[src/rtl/sbus_pkg.sv]
package sbus_pkg;
  localparam int XC_W       = 14;
  localparam int C_MAR_LD   = 0;
  localparam int C_MBR_LD   = 1;
  localparam int C_IR_LD    = 2;
  localparam int C_PC_LD    = 3;
  localparam int C_GA_LD    = 4;
  localparam int C_GB_LD    = 5;
  localparam int C_OPN_LD   = 6;
  localparam int C_ALU_EN   = 7;
  localparam int C_DRV_BASE = 8;
  localparam int N_DRV      = 6;
  // driver slots, lowest index has priority
  localparam int D_MBR = 0;
  localparam int D_PC  = 1;
  localparam int D_GA  = 2;
  localparam int D_GB  = 3;
  localparam int D_RES = 4;
  localparam int D_IRA = 5;

  typedef enum logic [2:0] {
    ALU_NONE = 3'd0,
    ALU_ADD  = 3'd1,
    ALU_SUB  = 3'd2,
    ALU_INC  = 3'd3,
    ALU_DEC  = 3'd4
  } alu_op_e;
endpackage

[src/rtl/sbus_reg.sv]
module sbus_reg #(
  parameter int W = 16
) (
  input  logic         clk,
  input  logic         rst_n,
  input  logic         ld,
  input  logic [W-1:0] d,
  output logic [W-1:0] q
);
  always_ff @(posedge clk or negedge rst_n) begin
    if (!rst_n)  q <= '0;
    else if (ld) q <= d;
  end
endmodule

[src/rtl/sbus_bus_mux.sv]
module sbus_bus_mux #(
  parameter int W = 16,
  parameter int N = 6
) (
  input  logic [N-1:0][W-1:0] src,
  input  logic [N-1:0]        en,
  output logic [W-1:0]        bus
);
  // scan from the top so the lowest enabled slot is assigned last
  always_comb begin
    bus = '0;
    for (int i = N - 1; i >= 0; i--) begin
      if (en[i]) bus = src[i];
    end
  end
endmodule

[src/rtl/sbus_alu.sv]
module sbus_alu
  import sbus_pkg::*;
#(
  parameter int W = 16
) (
  input  logic [W-1:0] a_bus,
  input  logic [W-1:0] b_opn,
  input  logic [2:0]   op,
  input  logic         en,
  output logic         wr,
  output logic [W-1:0] y
);
  localparam logic [W-1:0] ONE = W'(1);

  always_comb begin
    wr = 1'b0;
    y  = a_bus;
    if (en) begin
      case (alu_op_e'(op))
        ALU_ADD: begin y = a_bus + b_opn; wr = 1'b1; end
        ALU_SUB: begin y = b_opn - a_bus; wr = 1'b1; end
        ALU_INC: begin y = a_bus + ONE;   wr = 1'b1; end
        ALU_DEC: begin y = a_bus - ONE;   wr = 1'b1; end
        default: begin y = a_bus;         wr = 1'b0; end
      endcase
    end
  end
endmodule

[src/rtl/sbus_datapath.sv]
module sbus_datapath
  import sbus_pkg::*;
#(
  parameter int WORD_W = 16,
  parameter int ADDR_W = 8
) (
  input  logic              clk,
  input  logic              rst_n,
  input  logic [XC_W-1:0]   xfer_ctl,
  input  logic [2:0]        alu_op,
  input  logic [WORD_W-1:0] mem_rd_data,
  input  logic              mem_rd_valid,
  output logic              mem_rd_ready,
  output logic [WORD_W-1:0] mar_q,
  output logic [WORD_W-1:0] mbr_q
);
  localparam int PAD_W = WORD_W - ADDR_W;

  logic [WORD_W-1:0] bus_w;
  logic [WORD_W-1:0] pc_q, ga_q, gb_q, opn_q, res_q;
  logic [ADDR_W-1:0] ira_q;
  logic [WORD_W-1:0] alu_y;
  logic              alu_wr;
  logic              mbr_ld;
  logic [WORD_W-1:0] mbr_d;

  logic [N_DRV-1:0][WORD_W-1:0] drv_src;
  logic [N_DRV-1:0]             drv_en;

  // driver enables come from the upper control bits, slot order = priority
  for (genvar g = 0; g < N_DRV; g++) begin : g_drv_en
    assign drv_en[g] = xfer_ctl[C_DRV_BASE + g];
  end

  assign drv_src[D_MBR] = mbr_q;
  assign drv_src[D_PC]  = pc_q;
  assign drv_src[D_GA]  = ga_q;
  assign drv_src[D_GB]  = gb_q;
  assign drv_src[D_RES] = res_q;
  assign drv_src[D_IRA] = {{PAD_W{1'b0}}, ira_q};

  sbus_bus_mux #(.W(WORD_W), .N(N_DRV)) u_mux (
    .src (drv_src),
    .en  (drv_en),
    .bus (bus_w)
  );

  sbus_alu #(.W(WORD_W)) u_alu (
    .a_bus (bus_w),
    .b_opn (opn_q),
    .op    (alu_op),
    .en    (xfer_ctl[C_ALU_EN]),
    .wr    (alu_wr),
    .y     (alu_y)
  );

  // the bus load into MBR takes precedence over the memory stream
  assign mem_rd_ready = ~xfer_ctl[C_MBR_LD];
  assign mbr_ld       = xfer_ctl[C_MBR_LD] | mem_rd_valid;
  assign mbr_d        = xfer_ctl[C_MBR_LD] ? bus_w : mem_rd_data;

  sbus_reg #(.W(WORD_W)) u_mar (.clk(clk), .rst_n(rst_n), .ld(xfer_ctl[C_MAR_LD]), .d(bus_w), .q(mar_q));
  sbus_reg #(.W(WORD_W)) u_mbr (.clk(clk), .rst_n(rst_n), .ld(mbr_ld),             .d(mbr_d), .q(mbr_q));
  sbus_reg #(.W(ADDR_W)) u_ir  (.clk(clk), .rst_n(rst_n), .ld(xfer_ctl[C_IR_LD]),  .d(bus_w[ADDR_W-1:0]), .q(ira_q));
  sbus_reg #(.W(WORD_W)) u_pc  (.clk(clk), .rst_n(rst_n), .ld(xfer_ctl[C_PC_LD]),  .d(bus_w), .q(pc_q));
  sbus_reg #(.W(WORD_W)) u_ga  (.clk(clk), .rst_n(rst_n), .ld(xfer_ctl[C_GA_LD]),  .d(bus_w), .q(ga_q));
  sbus_reg #(.W(WORD_W)) u_gb  (.clk(clk), .rst_n(rst_n), .ld(xfer_ctl[C_GB_LD]),  .d(bus_w), .q(gb_q));
  sbus_reg #(.W(WORD_W)) u_opn (.clk(clk), .rst_n(rst_n), .ld(xfer_ctl[C_OPN_LD]), .d(bus_w), .q(opn_q));
  sbus_reg #(.W(WORD_W)) u_res (.clk(clk), .rst_n(rst_n), .ld(alu_wr),             .d(alu_y), .q(res_q));
endmodule

[config.mk]
export PLATFORM = sky130hd
export DESIGN_NAME = sbus_datapath
export DESIGN_NICKNAME = d
export VERILOG_FILES = /design/src/rtl/sbus_pkg.sv /design/src/rtl/sbus_reg.sv /design/src/rtl/sbus_bus_mux.sv /design/src/rtl/sbus_alu.sv /design/src/rtl/sbus_datapath.sv
export SDC_FILE = /design/constraint.sdc
export NUM_CORES = 1
export LEC_CHECK = 0
export BUFFER_PORTS_ARGS = -buffer_cell sky130_fd_sc_hd__buf_2
export CORE_AREA = 2 2 141 143
export CTS_CLUSTER_DIAMETER = 80
export DETAILED_ROUTE_END_ITERATION = 10
export DIE_AREA = 0 0 143 145
export GPL_TIMING_DRIVEN = 0
export PLACE_DENSITY_LB_ADDON = 0.2
export SKIP_LAST_GASP = 1
export SYNTH_ARGS = -nofsm -noshare
export SYNTH_HDL_FRONTEND = slang
export SYNTH_SLANG_ARGS = --single-unit
[constraint.sdc]
create_clock -name clk -period 4.2 [get_ports clk]
set_input_delay 0 -clock clk [delete_from_list [all_inputs] [get_ports clk]]
set_output_delay 0 -clock clk [all_outputs]
set_load 0.005 [all_outputs]
After elaboration in Yosys (flattened, before gate mapping)
Index checks and enable logic that the tools add are counted.
{"block": "word_totals", "reg_bits": 120, "inputBits": 36, "out_inout_bits": 33, "wordCells": 30}
{"block": "classes", "add_sub_neg": 4, "eq_ne": 4, "n_mux": 11, "bitwise": 2, "n_reduce_logical": 1}
{"cell": "two-way mux 16 bit", "count": 7}
{"cell": "one-hot mux 16 bit (4 select lines)", "count": 1}
{"cell": "adder 16 x 1 -> 16 bit, second input constant", "count": 1}
{"cell": "adder 16 bit", "count": 1}
{"cell": "subtractor 16 x 1 -> 16 bit, second input constant", "count": 1}
{"cell": "subtractor 16 bit", "count": 1}
{"cell": "two-way mux 8 bit", "count": 1}
{"cell": "== test 3 x 2 -> 1 bit, second input constant", "count": 2}
{"cell": "OR reduction 4 bit", "count": 1}
{"cell": "== test 3 x 1 -> 1 bit, second input constant", "count": 1}
{"cell": "== test 3 bit, second input constant", "count": 1}
{"cell": "two-way mux 1 bit", "count": 2}
{"cell": "inverter 1 bit", "count": 1}
{"cell": "bitwise OR 1 bit", "count": 1}

Logic depth before layout (Yosys ltp)
{"block": "logic_depth", "word_depth": 9, "mapped_depth": 20, "ltp_nobuf": 19}

Cells and area by module
Synthesis repeated with hierarchy kept, for this count alone.
{"block": "hier_totals", "cells_unflattened": 693, "hier_area_um2": 8087.8}
{"module": "sbus_reg at u_ga ...", "n_inst": 7, "cells_each": 34, "area_each_um2": 649.4, "seq_area_each_um2": 400.4}
{"module": "sbus_alu", "n_inst": 1, "cells_each": 315, "area_each_um2": 2117.0, "seq_area_each_um2": 0.0}
{"module": "sbus_bus_mux", "n_inst": 1, "cells_each": 102, "area_each_um2": 838.3, "seq_area_each_um2": 0.0}
{"module": "sbus_reg at u_ir", "n_inst": 1, "cells_each": 17, "area_each_um2": 331.6, "seq_area_each_um2": 200.2}
{"module": "sbus_datapath", "n_inst": 1, "cells_each": 21, "area_each_um2": 255.2, "seq_area_each_um2": 0.0}

Worst setup path before layout
No wires, ideal clock.
{"block": "synth_path", "path_type": "flip-flop to flip-flop", "from": "reg u_res.q[0]", "to": "reg u_res.q[11]", "setup_ns": 0.069, "t_arrival_ns": 3.559, "required_time_ns": 4.131, "path_slack_ns": 0.572, "path_stages_with_launch": 19, "cell_sequence": "dfrtp_1 > a221o_1 > o21ai_0 > nor2_1 > a21oi_1 > o21ai_0 > mux2i_1 > inv_1 > ha_1 > inv_1 > a21oi_1 > a31oi_1 > o221ai_1 > a22oi_1 > a221o_1 > a31oi_2 > o31ai_1 > mux2_1 > nand3_1"}
{"block": "synth_between", "elab_chain_cells": 8, "elab_cells_between_ends": 11}
{"element": "start: declaration", "line": "sbus_reg.sv:8", "source": "output logic [W-1:0] q"}
{"element": "start signal: assignment", "line": "sbus_reg.sv:11", "source": "if (!rst_n) q <= '0;"}
{"element": "start signal: assignment", "line": "sbus_reg.sv:12", "source": "else if (ld) q <= d;"}
{"element": "two-way mux 16 bit * (5 in a row)", "line": "sbus_bus_mux.sv:13", "source": "if (en[i]) bus = src[i];"}
{"element": "net bus_w[0]", "line": "sbus_datapath.sv:19", "source": "logic [WORD_W-1:0] bus_w;"}
{"element": "subtractor 16 x 1 -> 16 bit (tied with other cells)", "line": "sbus_alu.sv:23", "source": "ALU_DEC: begin y = a_bus - ONE; wr = 1'b1; end"}
{"element": "one-hot mux 16 bit (4 select lines) *", "line": "sbus_alu.sv:19", "source": "case (alu_op_e'(op))"}
{"element": "two-way mux 16 bit *", "line": "sbus_alu.sv:18", "source": "if (en) begin"}
Mark *: on every way through the listed nets, which the timed path passes. The rest lies on a longest branch.
A chain may end at the register's enable or synchronous reset.

Worst setup path in the final report
{"block": "layout_path", "from": "reg u_res.q[0]", "to": "reg u_res.q[13]"}
The elaborated chain is that of the path after synthesis.

==> impl_summary.md <==
Pwr
In this run the power density over the cells is 519.6 nW/um^2. The share of total power dissipated in the clock network is 31.1%. In this run the power spent charging and discharging nets is between 1.5 and 2 mW. The share of total power dissipated in sequential elements is 33.0%.

In this run switching power makes up 34.28% of total power. In this run the static leakage power is about 4 nW. The total chip power is 4.791 mW. The internal power is 3.149 mW. VDD sags by at most 0.2092 mV. Combinational logic burns 35.9% of the power.

Detailed routing
The first TritonRoute pass finished after 5 iterations. The via count is approximately 6.4k. After detailed routing, the average wire length per cell comes to roughly 17 um. The routed wire length on met3 is 766 um. Summed over all nets, wire length on met2 after detailed routing comes to 9615 um. The average vias per placed instance is about 5.3. The DRC violations left is 0. Once detail routing completed, the nets flagged for antenna violations numbered 0. The top layer reached by signal wires is met4. In this run, the number of DRC markers left after iteration 0 of detailed routing was roughly 380.

The wire length on met1 is 9970 um. The detailed-route wire length is 20710 um.

STA
The actual transition at the worst max-transition pin is between 0.9 and 1 ns. The shortest period the worst path allows is between 4 and 5 ns. The final setup violation count is 0. The clock arrives with between 0.008 and 0.009 ns of skew. The max-slew violation count is 0. The final critical path takes up 96.12% of the cycle.

The maximum achievable frequency is 247.7 MHz. Hold timing on the final database bottoms out at a slack of 0.006755 ns. The headroom to the max-slew limit is about two fifths. The hold violation count in the final report is 0.

Finish
Summing all non-filler instances in the final layout gives an area of 9220 um^2. The post-route netlist has between 20% and 30% of its cells at a drive strength greater than 1. Cells fill 48.00% of the core in the end. Excluding fillers, the count of instances in the completed layout stands at between 1k and 1.5k. The post-layout net count is 996. Fill cells in the final layout number 1823. The repair_antennas step left the layout with diodes totalling 0. The area added between synthesis and finish is 21.46%.

Critical path
For the worst flop-to-flop path, the logic depth is 18. Walking the worst path, the cells encountered are a221o_1 > o21ai_0 > nor2_1 > a21oi_1 > o21ai_1 > mux2i_4 > inv_1 > ha_1 > inv_1 > a21oi_1 > a31oi_1 > o221ai_1 > a22oi_2 > a221o_1 > a31oi_2 > o31ai_2 > mux2i_1 > nand3_1. The critical path ends at u_res.q[13]. In this run the worst setup path begins at u_res.q[0].

Along the worst path, the maximum fanout reaches 7. The startpoint identified for the worst register-to-register timing path is u_res.q[0]. The worst reg-to-reg setup slack is between 0.15 and 0.2 ns.

The arrival time of data at the critical path endpoint is between 4 and 5 ns. The startpoint-to-endpoint class of the critical path is reg -> reg. The highest-delay cell along the critical path is dfrtp_1.

The end of the worst register-to-register path is u_res.q[13]. The sort of element at the start of the critical path is a register. The critical path endpoint category is a register.

The biggest cell delay along the critical path is 0.40 ns. STA puts the critical path data required time at 4.49 ns.

Synth
Synthesis produced a netlist whose cell count is 814. The commonest cells after synthesis are dfrtp_1 (120), nor2_1 (79), a21oi_1 (74). The Yosys step of the flow raised 0 warnings. The xor and xnor area share after synthesis is 4.846%. Summed over all instances, the cell type with the most area after synthesis is dfrtp_1. By area, the combinational part of the netlist is dominated by compound AO/OA/AOI/OAI gates. The number of flops mapped to enable cells by yosys is 0. The net count after synthesis is 879. The synthesized area per cell is 9.326 um^2. The netlist area before placement is around 7600 um^2. The most used flip-flop cell after synthesis is dfrtp_1. Counting flops with an async set or reset pin after synthesis yields a share of 100.0%.

In the post-synthesis netlist, the biggest area contributors are dfrtp_1 (40%), mux2_2 (8.2%), a21oi_1 (4.9%). The synthesized netlist devotes 20.19% of its cell area to compound gates. The share of synthesized cell area in full adder, half adder and majority cells is about 5.7%. The portion of synthesized area spent on multiplexers is 10.94%. Synthesis instantiated 76 different standard cells from the library. In this run, synthesis produced a sequential element count of 120. The synthesized design devotes to its leading area cell type 39.56% of total area.

After synthesis, flip-flops and latches occupy 39.56% of the total area. The most used standard cell by instance count after synthesis is dfrtp_1. Summing the areas of all and, or, nand and nor instances in the mapped netlist gives approximately 14% of the synthesized area.

Global routing
The remaining global-route overflow is 0. The initial antenna violation count is 0. For this run, the total global-route usage over all layers was measured as between 20% and 30%.

Entering global routing, the biggest net connects 97 pins. The number of global-route vias before repair was about 6.4k. The first global-routing pass estimated between 30000 and 40000 um of wire.

Clocking
The clock buffer count from CTS is 17. Clock tree synthesis selected as its root buffer the cell clkbuf_16. The count of H-tree levels built during CTS is 4. The clock drives 120 sinks.

At the later pin of the worst-skew pair, clock insertion delay measures 0.42 ns. After clock tree synthesis, the clock-pin slew on the worst setup and hold paths is 0.05 ns. The maximum clock insertion buffer count is 2.

TritonCTS built the clock tree.

Flow run
Across the run, the number of max-cap violations was 0.

Placed design
At the end of routability-driven placement, the weighted congestion stood at about 0.9. The HPWL reported at the end of detailed placement is 15620 um. The number of buffers inserted by port buffering is between 60 and 70.

The number of placed instances with taps included is 1147. The cell area reported after detailed placement is 8292 um^2.

Die
After floorplanning, the core was sized to cover 19210 um^2. The floorplan step set the die height to about 150 um. The x dimension of the die is ~140 um. For this configuration, the core starts out at a cell density of between 30% and 40%. The die covers 20740 um^2. The standard-cell row count is 51. The number of I/O pins is 69.

Run status
The run finished with clean final reports.

Hold path
The class of the most critical hold timing path is in -> async.
state kept, by name, indices dropped and copies added, names as in the netlist:
signal,count
u_ga.q,16
u_gb.q,16
u_ir.q,8
u_mar.q,16
u_mbr.q,16
u_opn.q,16
u_pc.q,16
u_res.q,16
stage by stage:
step | setup TNS (ns) | setup WS [ns]
floorplan | 0 | 0.5721
CTS | 0 | 0.003746
global route | -0.01765 | -0.01765
global placement | -5.888 | -0.9215
finish | 0 | 0.1629
detailed placement | -6.002 | -0.9076
cell usage in the layout, fill, tap and decap left out, drive strengths merged, types with 24 or more instances in the layout:
cell,instances
dfrtp,120
buf,89
nor2,79
a21oi,74
nand2,69
o21ai,66
mux2,56
clkbuf,54
inv,35
ha,27
dlygate4sd3,24
layer usage:
metal | vias to the layer above | track usage, %
met5 | - | 0
met4 | 0 | 6.832
met3 | 27 | 3.366
met2 | 153 | 33.37
met1 | 3042 | 28.92
li1 | 3141 | -
worst min path at each step:
stage	from	endpoint	slack, ns
floorplan	rst_n	u_ga.q[0]	-0.30
global placement	xfer_ctl[1]	u_mbr.q[15]	0.28
detailed placement	rst_n	u_opn.q[1]	-0.11
CTS	rst_n	u_opn.q[1]	0.005
global route	rst_n	u_opn.q[2]	0.02
finish	rst_n	u_opn.q[1]	0.007
power by group through the flow:
stage               registers, mW  clock network, mW  logic [mW]
floorplan                    1.55                  0        1.23
global placement             1.59                  0        1.64
detailed placement           1.60                  0        1.66
CTS                          1.58               1.52        1.69
global route                 1.62               1.57        1.92
finish                       1.58               1.49        1.72
logic make-up (layout without fill, tap and decap cells):
logic type,count (synthesis),count (layout)
fa+ha+maj,34,34
buf+inv,84,213
compound gates,234,234
simple gates,224,224
flops,120,120
xor+xnor,42,42
mux,76,76
critical path: cells and delay by family (launching register included):
kind                     cells  cell delay, ns
AO/OA/AOI/OAI               11            2.34
multiplexers                 2            0.62
flip-flops                   1            0.40
adder cells (fa/ha/maj)      1            0.21
buffers and inverters        2            0.17
AND/OR/NAND/NOR              2            0.16
area by class of cell:
type,count,area [um^2],share of cell area [%]
plain buffers,45,201.4,2.185
clock buffers,23,478.0,5.184
clock inverters,8,120.1,1.303
inverters,38,142.6,1.547
multi-input cells,610,4282,46.44
flip-flops and latches,120,3003,32.57
well taps,265,331.6,3.596
repair buffers,99,661.9,7.179
what timing repair did:
action / in CTS / in global routing
setup buffers: 0 / 7
endpoints found under the setup margin: 9 / 7
endpoints found under the hold margin: 148 / 0
hold buffers: 24 / 0
cloned: 0 / 0
pin swaps: 0 / 2
gates resized for setup: 5 / 5
Note: power is estimated with default switching activity, not from simulation.
